$ cat config.mk
export PLATFORM = sky130hd
export DESIGN_NAME = strobe_port
export DESIGN_NICKNAME = d
export VERILOG_FILES = /design/src/rtl/strobe_port_pkg.sv /design/src/rtl/sp_strobe_edge.sv /design/src/rtl/sp_flag_ctrl.sv /design/src/rtl/sp_port_regs.sv /design/src/rtl/strobe_port.sv
export SDC_FILE = /design/constraint.sdc
export NUM_CORES = 1
export LEC_CHECK = 0
export CAP_MARGIN = 20
export CORE_MARGIN = 2
export CORE_UTILIZATION = 48
export CTS_CLUSTER_SIZE = 10
export DETAILED_ROUTE_END_ITERATION = 8
export MAX_ROUTING_LAYER = met4
export PLACE_DENSITY_LB_ADDON = 0.25
export SLEW_MARGIN = 25
export SYNTH_ARGS = -nofsm -noshare
export SYNTH_HDL_FRONTEND = slang
export SYNTH_HIERARCHICAL = 1
export SYNTH_SLANG_ARGS = --single-unit
$ cat constraint.sdc
create_clock -name clk -period 1.7 [get_ports clk]
set_clock_uncertainty 0.05 [all_clocks]
set_input_delay 0.255 -clock clk [delete_from_list [all_inputs] [get_ports clk]]
set_output_delay 0.255 -clock clk [all_outputs]
set_load 0.05 [all_outputs]
$ cat src/rtl/strobe_port_pkg.sv
// Package: shared constants for the strobe-latched parallel port.
// Assumes an 8-bit control register whose bit positions are fixed below.
package strobe_port_pkg;
    localparam int OFF_CTRL  = 2;
    localparam int OFF_DATA  = 3;
    localparam int OFF_LATCH = 5;
    localparam int OFF_DIR   = 7;

    localparam int BIT_FLAG  = 7;
    localparam int BIT_IE    = 6;
    localparam int BIT_HS    = 4;
    localparam int BIT_EDGE  = 1;

    // reset value of control bits 6..0
    localparam logic [6:0] CTRL_RESET = 7'b000_0011;
endpackage

$ cat src/rtl/sp_strobe_edge.sv
// Module: synchronizes the asynchronous strobe and flags the selected edge.
// Assumes strobe_in may change at any time; the result comes SYNC_STAGES
// cycles later, as one pulse for each accepted edge.
module sp_strobe_edge #(
    parameter int SYNC_STAGES = 2
) (
    input  logic clk,
    input  logic rst_n,
    input  logic strobe_in,
    input  logic rise_sel,
    input  logic enable,
    output logic edge_hit
);
    localparam int CHAIN_W = SYNC_STAGES + 1;

    logic [CHAIN_W-1:0] stage_q;
    logic               sync_now;
    logic               sync_prev;

    // shift the strobe through the synchronizer plus one history stage
    always_ff @(posedge clk) begin
        if (!rst_n) stage_q <= '0;
        else        stage_q <= {stage_q[CHAIN_W-2:0], strobe_in};
    end

    assign sync_now  = stage_q[SYNC_STAGES-1];
    assign sync_prev = stage_q[SYNC_STAGES];

    // compare synchronized level with its history for the selected edge
    always_comb begin
        if (rise_sel) edge_hit = enable & sync_now & ~sync_prev;
        else          edge_hit = enable & ~sync_now & sync_prev;
    end
endmodule

$ cat src/rtl/sp_flag_ctrl.sv
// Module: sticky capture flag with its two-step read-clear sequence.
// Assumes single-cycle read strobes; a capture wins over a clear.
module sp_flag_ctrl (
    input  logic clk,
    input  logic rst_n,
    input  logic capture,
    input  logic ctrl_rd,
    input  logic latch_rd,
    input  logic other_access,
    output logic flag_q,
    output logic armed_q
);
    // set on capture, clear on an armed latch read
    always_ff @(posedge clk) begin
        if (!rst_n)                    flag_q <= 1'b0;
        else if (capture)              flag_q <= 1'b1;
        else if (latch_rd && armed_q)  flag_q <= 1'b0;
    end

    // arm when control is read with the flag up; any other access disarms
    always_ff @(posedge clk) begin
        if (!rst_n)                        armed_q <= 1'b0;
        else if (ctrl_rd)                  armed_q <= flag_q;
        else if (latch_rd || other_access) armed_q <= 1'b0;
    end
endmodule

$ cat src/rtl/sp_port_regs.sv
// Module: direction, output, latch and stored control bits.
// Assumes write enables are already decoded; the latch loads on capture.
module sp_port_regs #(
    parameter int DATA_W = 8
) (
    input  logic              clk,
    input  logic              rst_n,
    input  logic              wr_ctrl,
    input  logic              wr_data,
    input  logic              wr_dir,
    input  logic [DATA_W-1:0] wdata,
    input  logic              capture,
    input  logic [DATA_W-1:0] pin_in,
    output logic [DATA_W-2:0] ctrl_q,
    output logic [DATA_W-1:0] out_q,
    output logic [DATA_W-1:0] dir_q,
    output logic [DATA_W-1:0] latch_q
);
    import strobe_port_pkg::*;

    // writable control bits (everything below the flag)
    always_ff @(posedge clk) begin
        if (!rst_n)       ctrl_q <= CTRL_RESET;
        else if (wr_ctrl) ctrl_q <= wdata[DATA_W-2:0];
    end

    // output driver values
    always_ff @(posedge clk) begin
        if (!rst_n)       out_q <= '0;
        else if (wr_data) out_q <= wdata;
    end

    // per-pin direction, all inputs after reset
    always_ff @(posedge clk) begin
        if (!rst_n)      dir_q <= '0;
        else if (wr_dir) dir_q <= wdata;
    end

    // captured pin snapshot
    always_ff @(posedge clk) begin
        if (!rst_n)       latch_q <= '0;
        else if (capture) latch_q <= pin_in;
    end
endmodule

$ cat src/rtl/strobe_port.sv
// Module: top of the strobe-latched parallel port. It decodes the register
// bus, muxes read data and gates the interrupt.
// Assumes bus_rd and bus_wr are one-cycle pulses; read data is combinational.
module strobe_port #(
    parameter int DATA_W      = 8,
    parameter int ADDR_W      = 3,
    parameter int SYNC_STAGES = 2
) (
    input  logic              clk,
    input  logic              rst_n,
    input  logic [ADDR_W-1:0] bus_addr,
    input  logic              bus_rd,
    input  logic              bus_wr,
    input  logic [DATA_W-1:0] bus_wdata,
    output logic [DATA_W-1:0] bus_rdata,
    input  logic [DATA_W-1:0] pin_in,
    output logic [DATA_W-1:0] pin_out,
    output logic [DATA_W-1:0] pin_oe,
    input  logic              strobe_in,
    output logic              irq
);
    import strobe_port_pkg::*;

    logic              hit_ctrl, hit_data, hit_latch, hit_dir;
    logic              ctrl_rd, latch_rd, other_access;
    logic              edge_hit, flag_q, armed_q;
    logic [DATA_W-2:0] ctrl_q;
    logic [DATA_W-1:0] out_q, dir_q, latch_q, port_view;

    // address decode
    assign hit_ctrl  = (bus_addr == ADDR_W'(OFF_CTRL));
    assign hit_data  = (bus_addr == ADDR_W'(OFF_DATA));
    assign hit_latch = (bus_addr == ADDR_W'(OFF_LATCH));
    assign hit_dir   = (bus_addr == ADDR_W'(OFF_DIR));

    assign ctrl_rd      = bus_rd & hit_ctrl;
    assign latch_rd     = bus_rd & hit_latch;
    assign other_access = (bus_rd | bus_wr) & ~ctrl_rd & ~latch_rd;

    sp_strobe_edge #(.SYNC_STAGES(SYNC_STAGES)) u_edge (
        .clk      (clk),
        .rst_n    (rst_n),
        .strobe_in(strobe_in),
        .rise_sel (ctrl_q[BIT_EDGE]),
        .enable   (~ctrl_q[BIT_HS]),
        .edge_hit (edge_hit)
    );

    sp_flag_ctrl u_flag (
        .clk         (clk),
        .rst_n       (rst_n),
        .capture     (edge_hit),
        .ctrl_rd     (ctrl_rd),
        .latch_rd    (latch_rd),
        .other_access(other_access),
        .flag_q      (flag_q),
        .armed_q     (armed_q)
    );

    sp_port_regs #(.DATA_W(DATA_W)) u_regs (
        .clk    (clk),
        .rst_n  (rst_n),
        .wr_ctrl(bus_wr & hit_ctrl),
        .wr_data(bus_wr & hit_data),
        .wr_dir (bus_wr & hit_dir),
        .wdata  (bus_wdata),
        .capture(edge_hit),
        .pin_in (pin_in),
        .ctrl_q (ctrl_q),
        .out_q  (out_q),
        .dir_q  (dir_q),
        .latch_q(latch_q)
    );

    // per-pin read view: driven value for outputs, pin level for inputs
    for (genvar i = 0; i < DATA_W; i++) begin : g_view
        assign port_view[i] = dir_q[i] ? out_q[i] : pin_in[i];
    end

    // read data mux
    always_comb begin
        if (hit_ctrl)       bus_rdata = {flag_q, ctrl_q};
        else if (hit_data)  bus_rdata = port_view;
        else if (hit_latch) bus_rdata = latch_q;
        else if (hit_dir)   bus_rdata = dir_q;
        else                bus_rdata = '0;
    end

    assign pin_out = out_q;
    assign pin_oe  = dir_q;
    assign irq     = flag_q & ctrl_q[BIT_IE];
endmodule

# Word-level counts from Yosys, hierarchy flattened
# Cells that the tools add are included.
# W data, S select, Z words.
[word_totals]
regBits = 36
in_bits = 24
elab_cells = 50
[op_classes]
n_eq_ne = 4
mux = 17
n_bitwise = 18
n_reduce_logical = 4
[ops]
columns = ["cell", "count"]
rows = [
  ["$mux W8", 4],
  ["$mux W1", 13],
  ["$and A1 B1 Y1", 12],
  ["$eq A3 B2 Y1 const B", 2],
  ["$eq A3 B3 Y1 const B", 2],
  ["$not A1 Y1", 5],
  ["$reduce_bool A2 Y1", 2],
  ["$logic_and A1 B1 Y1", 1],
  ["$logic_or A1 B1 Y1", 1],
  ["$or A1 B1 Y1", 1],
]

# Logic depth before layout (Yosys ltp)
# Gate-level depths: netlist of run 1.
[depth]
depth_word = 8
mapped_depth = 6
ltp_nobuf = 5

# Hierarchy
# Netlist of run 1, hierarchy kept.
[modules_own_cells]
columns = ["mod", "n_inst", "cells_each", "area_each_um2", "seq_area_each_um2"]
rows = [
  ["sp_port_regs", 1, 100, 1179.9, 620.6],
  ["strobe_port", 1, 60, 460.4, 0.0],
  ["sp_strobe_edge", 1, 9, 102.6, 60.1],
  ["sp_flag_ctrl", 1, 7, 76.3, 40.0],
]

# Worst setup path after synthesis of run 1
# OpenSTA, ideal clock, no wires.
[synth_timing]
kind = "register to output"
startpoint = "register u_regs.dir_q[0]"
endpoint = "output bus_rdata[0]"
arrival_ns = 1.676
slack_ns = -0.281
stages_incl_launch_ff = 3
path_buffers = 0
path_cell_list = "dfxtp_1 > o21ai_0 > a221oi_2"
[synth_between]
elab_chain_cells = 4
word_cells_on_any_way = 5
classes_between = "5 x mux"
[synth_lines]
columns = ["item", "line", "rtl"]
rows = [
  ["from (decl)", "sp_port_regs.sv:16", "output logic [DATA_W-1:0] dir_q,"],
  ["from (signal assigned)", "sp_port_regs.sv:36", "else if (wr_dir) dir_q <= wdata;"],
  ["$mux W8", "strobe_port.sv:85", "else if (hit_dir) bus_rdata = dir_q;"],
  ["$mux W8", "strobe_port.sv:84", "else if (hit_latch) bus_rdata = latch_q;"],
  ["$mux W8 *", "strobe_port.sv:83", "else if (hit_data) bus_rdata = port_view;"],
  ["$mux W8 *", "strobe_port.sv:82", "if (hit_ctrl) bus_rdata = {flag_q, ctrl_q};"],
  ["to (decl)", "strobe_port.sv:15", "output logic [DATA_W-1:0] bus_rdata,"],
]
# Mark *: on every way between the ends. The rest lies on a longest branch, timed or not.

# Final worst setup path of run 1
[layout_timing]
startpoint = "input bus_wr"
endpoint = "register u_regs.ctrl_q[6]"
[layout_between]
elab_chain_cells = 1
[layout_lines]
columns = ["item", "line", "rtl"]
rows = [
  ["from (decl)", "strobe_port.sv:13", "input logic bus_wr,"],
  ["$and A1 B1 Y1", "strobe_port.sv:63", ".wr_ctrl(bus_wr & hit_ctrl),"],
  ["to (signal assigned)", "sp_port_regs.sv:24", "else if (wr_ctrl) ctrl_q <= wdata[DATA_W-2:0];"],
  ["to (decl)", "sp_port_regs.sv:14", "output logic [DATA_W-2:0] ctrl_q,"],
]
# No other way between the ends.
# A chain may end at the register's enable or synchronous reset.

==> results of run 1 <==
## what timing repair did
action                     in CTS  in global routing
setup endpoints to repair      18                  8
pin swaps                       7                  8
setup buffers                   3                  0
hold buffers                    0                  0
resized for setup              26                 13
cloned                          1                  0
## state kept, by name (all words and copies together), names as in the netlist
signal / count
u_regs/dir_q: 8
u_regs/latch_q: 8
u_regs/out_q: 8
u_regs/ctrl_q: 7
u_edge/stage_q: 3
u_flag/armed_q: 1
u_flag/flag_q: 1
## worst paths after layout
kind / to / cells after the start
worst max-delay path: u_regs/ctrl_q[6]$_SDFFE_PN0P_ / 6
worst min-delay path: u_regs/latch_q[6]$_SDFFE_PN0P_ / 3
worst min register to register: u_edge/stage_q[1]$_SDFF_PN0_ / 1
worst max register to register: u_regs/latch_q[5]$_SDFFE_PN0P_ / 4
## area by class of cell
cell class | instances | area share (%)
Inverter | 1 | 0.135
Multi-Input combinational cell | 126 | 40.3
Timing Repair Buffer | 73 | 27.3
Clock buffer | 8 | 3.24
Sequential cell | 36 | 26.8
Tap cell | 48 | 2.16
## cells in the mapped netlist
master / count / share of area (%)
a21boi_0: 1 / 0.41
a21boi_1: 1 / 0.41
a21o_1: 8 / 3.3
a21oi_1: 8 / 2.2
a221oi_2: 8 / 6.6
and2_1: 4 / 1.4
and2_4: 1 / 0.48
and3b_1: 1 / 0.48
buf_2: 7 / 1.9
buf_6: 6 / 3.7
dfxtp_1: 36 / 40
inv_1: 1 / 0.21
mux2i_1: 39 / 21
nand2_1: 7 / 1.4
nand4b_1: 1 / 0.48
nand4bb_1: 1 / 0.62
nor2_1: 2 / 0.41
nor2b_1: 30 / 10
nor3_1: 2 / 0.55
nor3b_1: 2 / 0.83
o21a_1: 1 / 0.41
o21ai_0: 8 / 2.2
or4b_1: 1 / 0.55
## critical path, delay by kind of cell
family	cells	cell delay (ns)
AND/OR/NAND/NOR	3	0.57
buffers and inverters	2	0.76
multiplexers	1	0.23
## metrics by stage
step | cell area [um2] | std cells | worst slack (ns) | power [mW]
finish | 2780 | 292 | 0.0116 | 2.01
global route | 2780 | 292 | -0.00848 | 2.09
CTS | 2770 | 292 | 0.0102 | 2.01
detailed placement | 2610 | 280 | -0.534 | 1.38
global placement | 2610 | 280 | -0.454 | 1.36
floorplan | 1930 | 176 | 0.0449 | 1.17
## metal layers
| layer | up-vias | track usage, % | routed length [um] |
|---|---|---|---|
| met5 | - | - | 0 |
| met4 | 0 | 10.7 | 91 |
| met3 | 9 | 3.60 | 194 |
| li1 | 762 | - | - |
| met1 | 765 | 29.0 | 2030 |
| met2 | 43 | 45.5 | 2650 |
## cells by family (layout without fill, tap and decap cells)
logic type	Yosys count	after routing	synth area share, %
muxes	39	39	21.5
DFF	36	36	39.6
and+or+nand+nor	52	52	17.5
AOI/OAI and AO/OA	35	35	15.5
buffers and inverters	14	82	5.85
## report_power, final
| group | switching, mW | internal (mW) | total (mW) |
|---|---|---|---|
| registers | 0.0173 | 0.868 | 0.885 |
| clock network | 0.297 | 0.331 | 0.627 |
| logic | 0.253 | 0.248 | 0.501 |
| total | 0.567 | 1.45 | 2.01 |
==> out/results.tsv, run 1 <==
stage	metric	value	unit
status	status	complete, no violations	
timing	fin_crit	1.69	ns
drt	routed_via_density	5.41	
floorplanning	die_w	65.6	um
finish	diodes	0	
drt	totalWireLength	4960	um
finish	mostFrequentLayoutCells	mux2i_1 (38), buf_4 (34), nor2b_1 (29)	
logic_synthesis	yosysWarnings	6	
floorplanning	floorplan.core_area	0.00366	mm2
critical_path	critical-path-slowest-cell	clkdlybuf4s50_1	
timing	worst_pin_slew	0.571	ns
drt	vias	1579	
floorplanning	initial_core_util	49.7	%
timing	max_clock_freq	592	MHz
timing	hold-worst-slack	0.304	ns
grt	grt_pass1_vias	1745	
timing	finalHoldViolCount	0	
critical_path	cp-start-kind	input pin	
finish	layout.cells.most_common	mux2i_1	
power_and_ir_drop	power_per_cell_area	724	mW/mm2
floorplanning	die_area	0.00430	mm2
critical_path	reg2reg_from	u_regs/ctrl_q[1]$_SDFFE_PN1P_	
floorplanning	io-pin-count	49	
finish	seqCellArea	746	um2
grt	number_of_antenna_violations_at_the_first_check_in_global_routing	0	
logic_synthesis	seq_area_frac_synth	39.6	%
timing	final.setup.tns	0	ns
flow_run	cap_viol_max_count	0	
hold_path	hold_path_startpoint	pin_in[6]	
finish	fin_nets	267	
critical_path	worst_path_largest_cell_delay	0.53	ns
critical_path	end_kind	register	
finish	share_of_cells_above_drive_strength_1	38.5	%
critical_path	timing.critical_path.cells	clkdlybuf4s50_1 -> nand2_1 -> nor3_1 -> buf_4 -> mux2i_1 -> nor2b_1	
clocking	h-tree-depth	2	
logic_synthesis	synth.net_count	200	
drt	detailedRoute.firstIterationViolations	66	
drt	detail_route.wl_per_cell	17.0	um
grt	global_route_wire_length_before_repair	8140	um
clocking	clock-sinks	36	
critical_path	worstPathArrival	1.81	ns
floorplanning	die_height	65.6	um
floorplanning	fp-row-count	22	
clocking	cts_tree	built	
logic_synthesis	avgSynthCellArea	10.3	um2
finish	multiInputGateArea	0.00112	mm2
finish	post-route-util	76.0	%
critical_path	critPathMaxFanout	3	
grt	grt_overflow_total	0	
clocking	clkTransAtPathRegs	0.07	ns
clocking	clockBufferDepth	2	
grt	grt_use_total	25.7	%
timing	maxSlewViolCount	0	
placed_design	port_buffers	48	
power_and_ir_drop	ir_drop	0.609	mV
timing	final.period_utilization	99.3	%
critical_path	r2r_setup_slack	0.19	ns
timing	max_slew_margin	61.9	%
critical_path	worst-endpoint-required	1.82	ns
timing	setup_violations	0	
grt	grt_max_degree	37	
drt	first_pass_iters	4	
finish	nFillCells	239	
logic_synthesis	ys_seq_elements	36	
clocking	cts_root_buf	clkbuf_8	
finish	flow.area_growth_from_synthesis	53.0	%
critical_path	critical_path.startpoint	bus_wr	
drt	ant_nets	0	
logic_synthesis	netlist_area_pre_place	0.00182	mm2
power_and_ir_drop	power.leakage	1.06	nW
hold_path	hold_class	in -> reg	
logic_synthesis	synthCells	176	
clocking	clk-insertion-delay-late	0.29	ns
placed_design	gp_congestion	0.818	
logic_synthesis	post_synth_num_cell_types	23	
critical_path	path_class	in -> reg	
clocking	cts_buffers	5	
drt	drc_errors	0	
placed_design	detailed_placement_hpwl	3450	um
Note: power is estimated with default switching activity, not from simulation.
==> run 2, diff against run 1 <==
--- a/config.mk
+++ b/config.mk
@@ -8,7 +8,6 @@
 export CAP_MARGIN = 20
 export CORE_MARGIN = 2
 export CORE_UTILIZATION = 48
-export CTS_CLUSTER_SIZE = 10
 export DETAILED_ROUTE_END_ITERATION = 8
 export MAX_ROUTING_LAYER = met4
 export PLACE_DENSITY_LB_ADDON = 0.25
==> results of run 2 <==
Same layout as run 1: the final DEF is identical, and so are final timing and power.
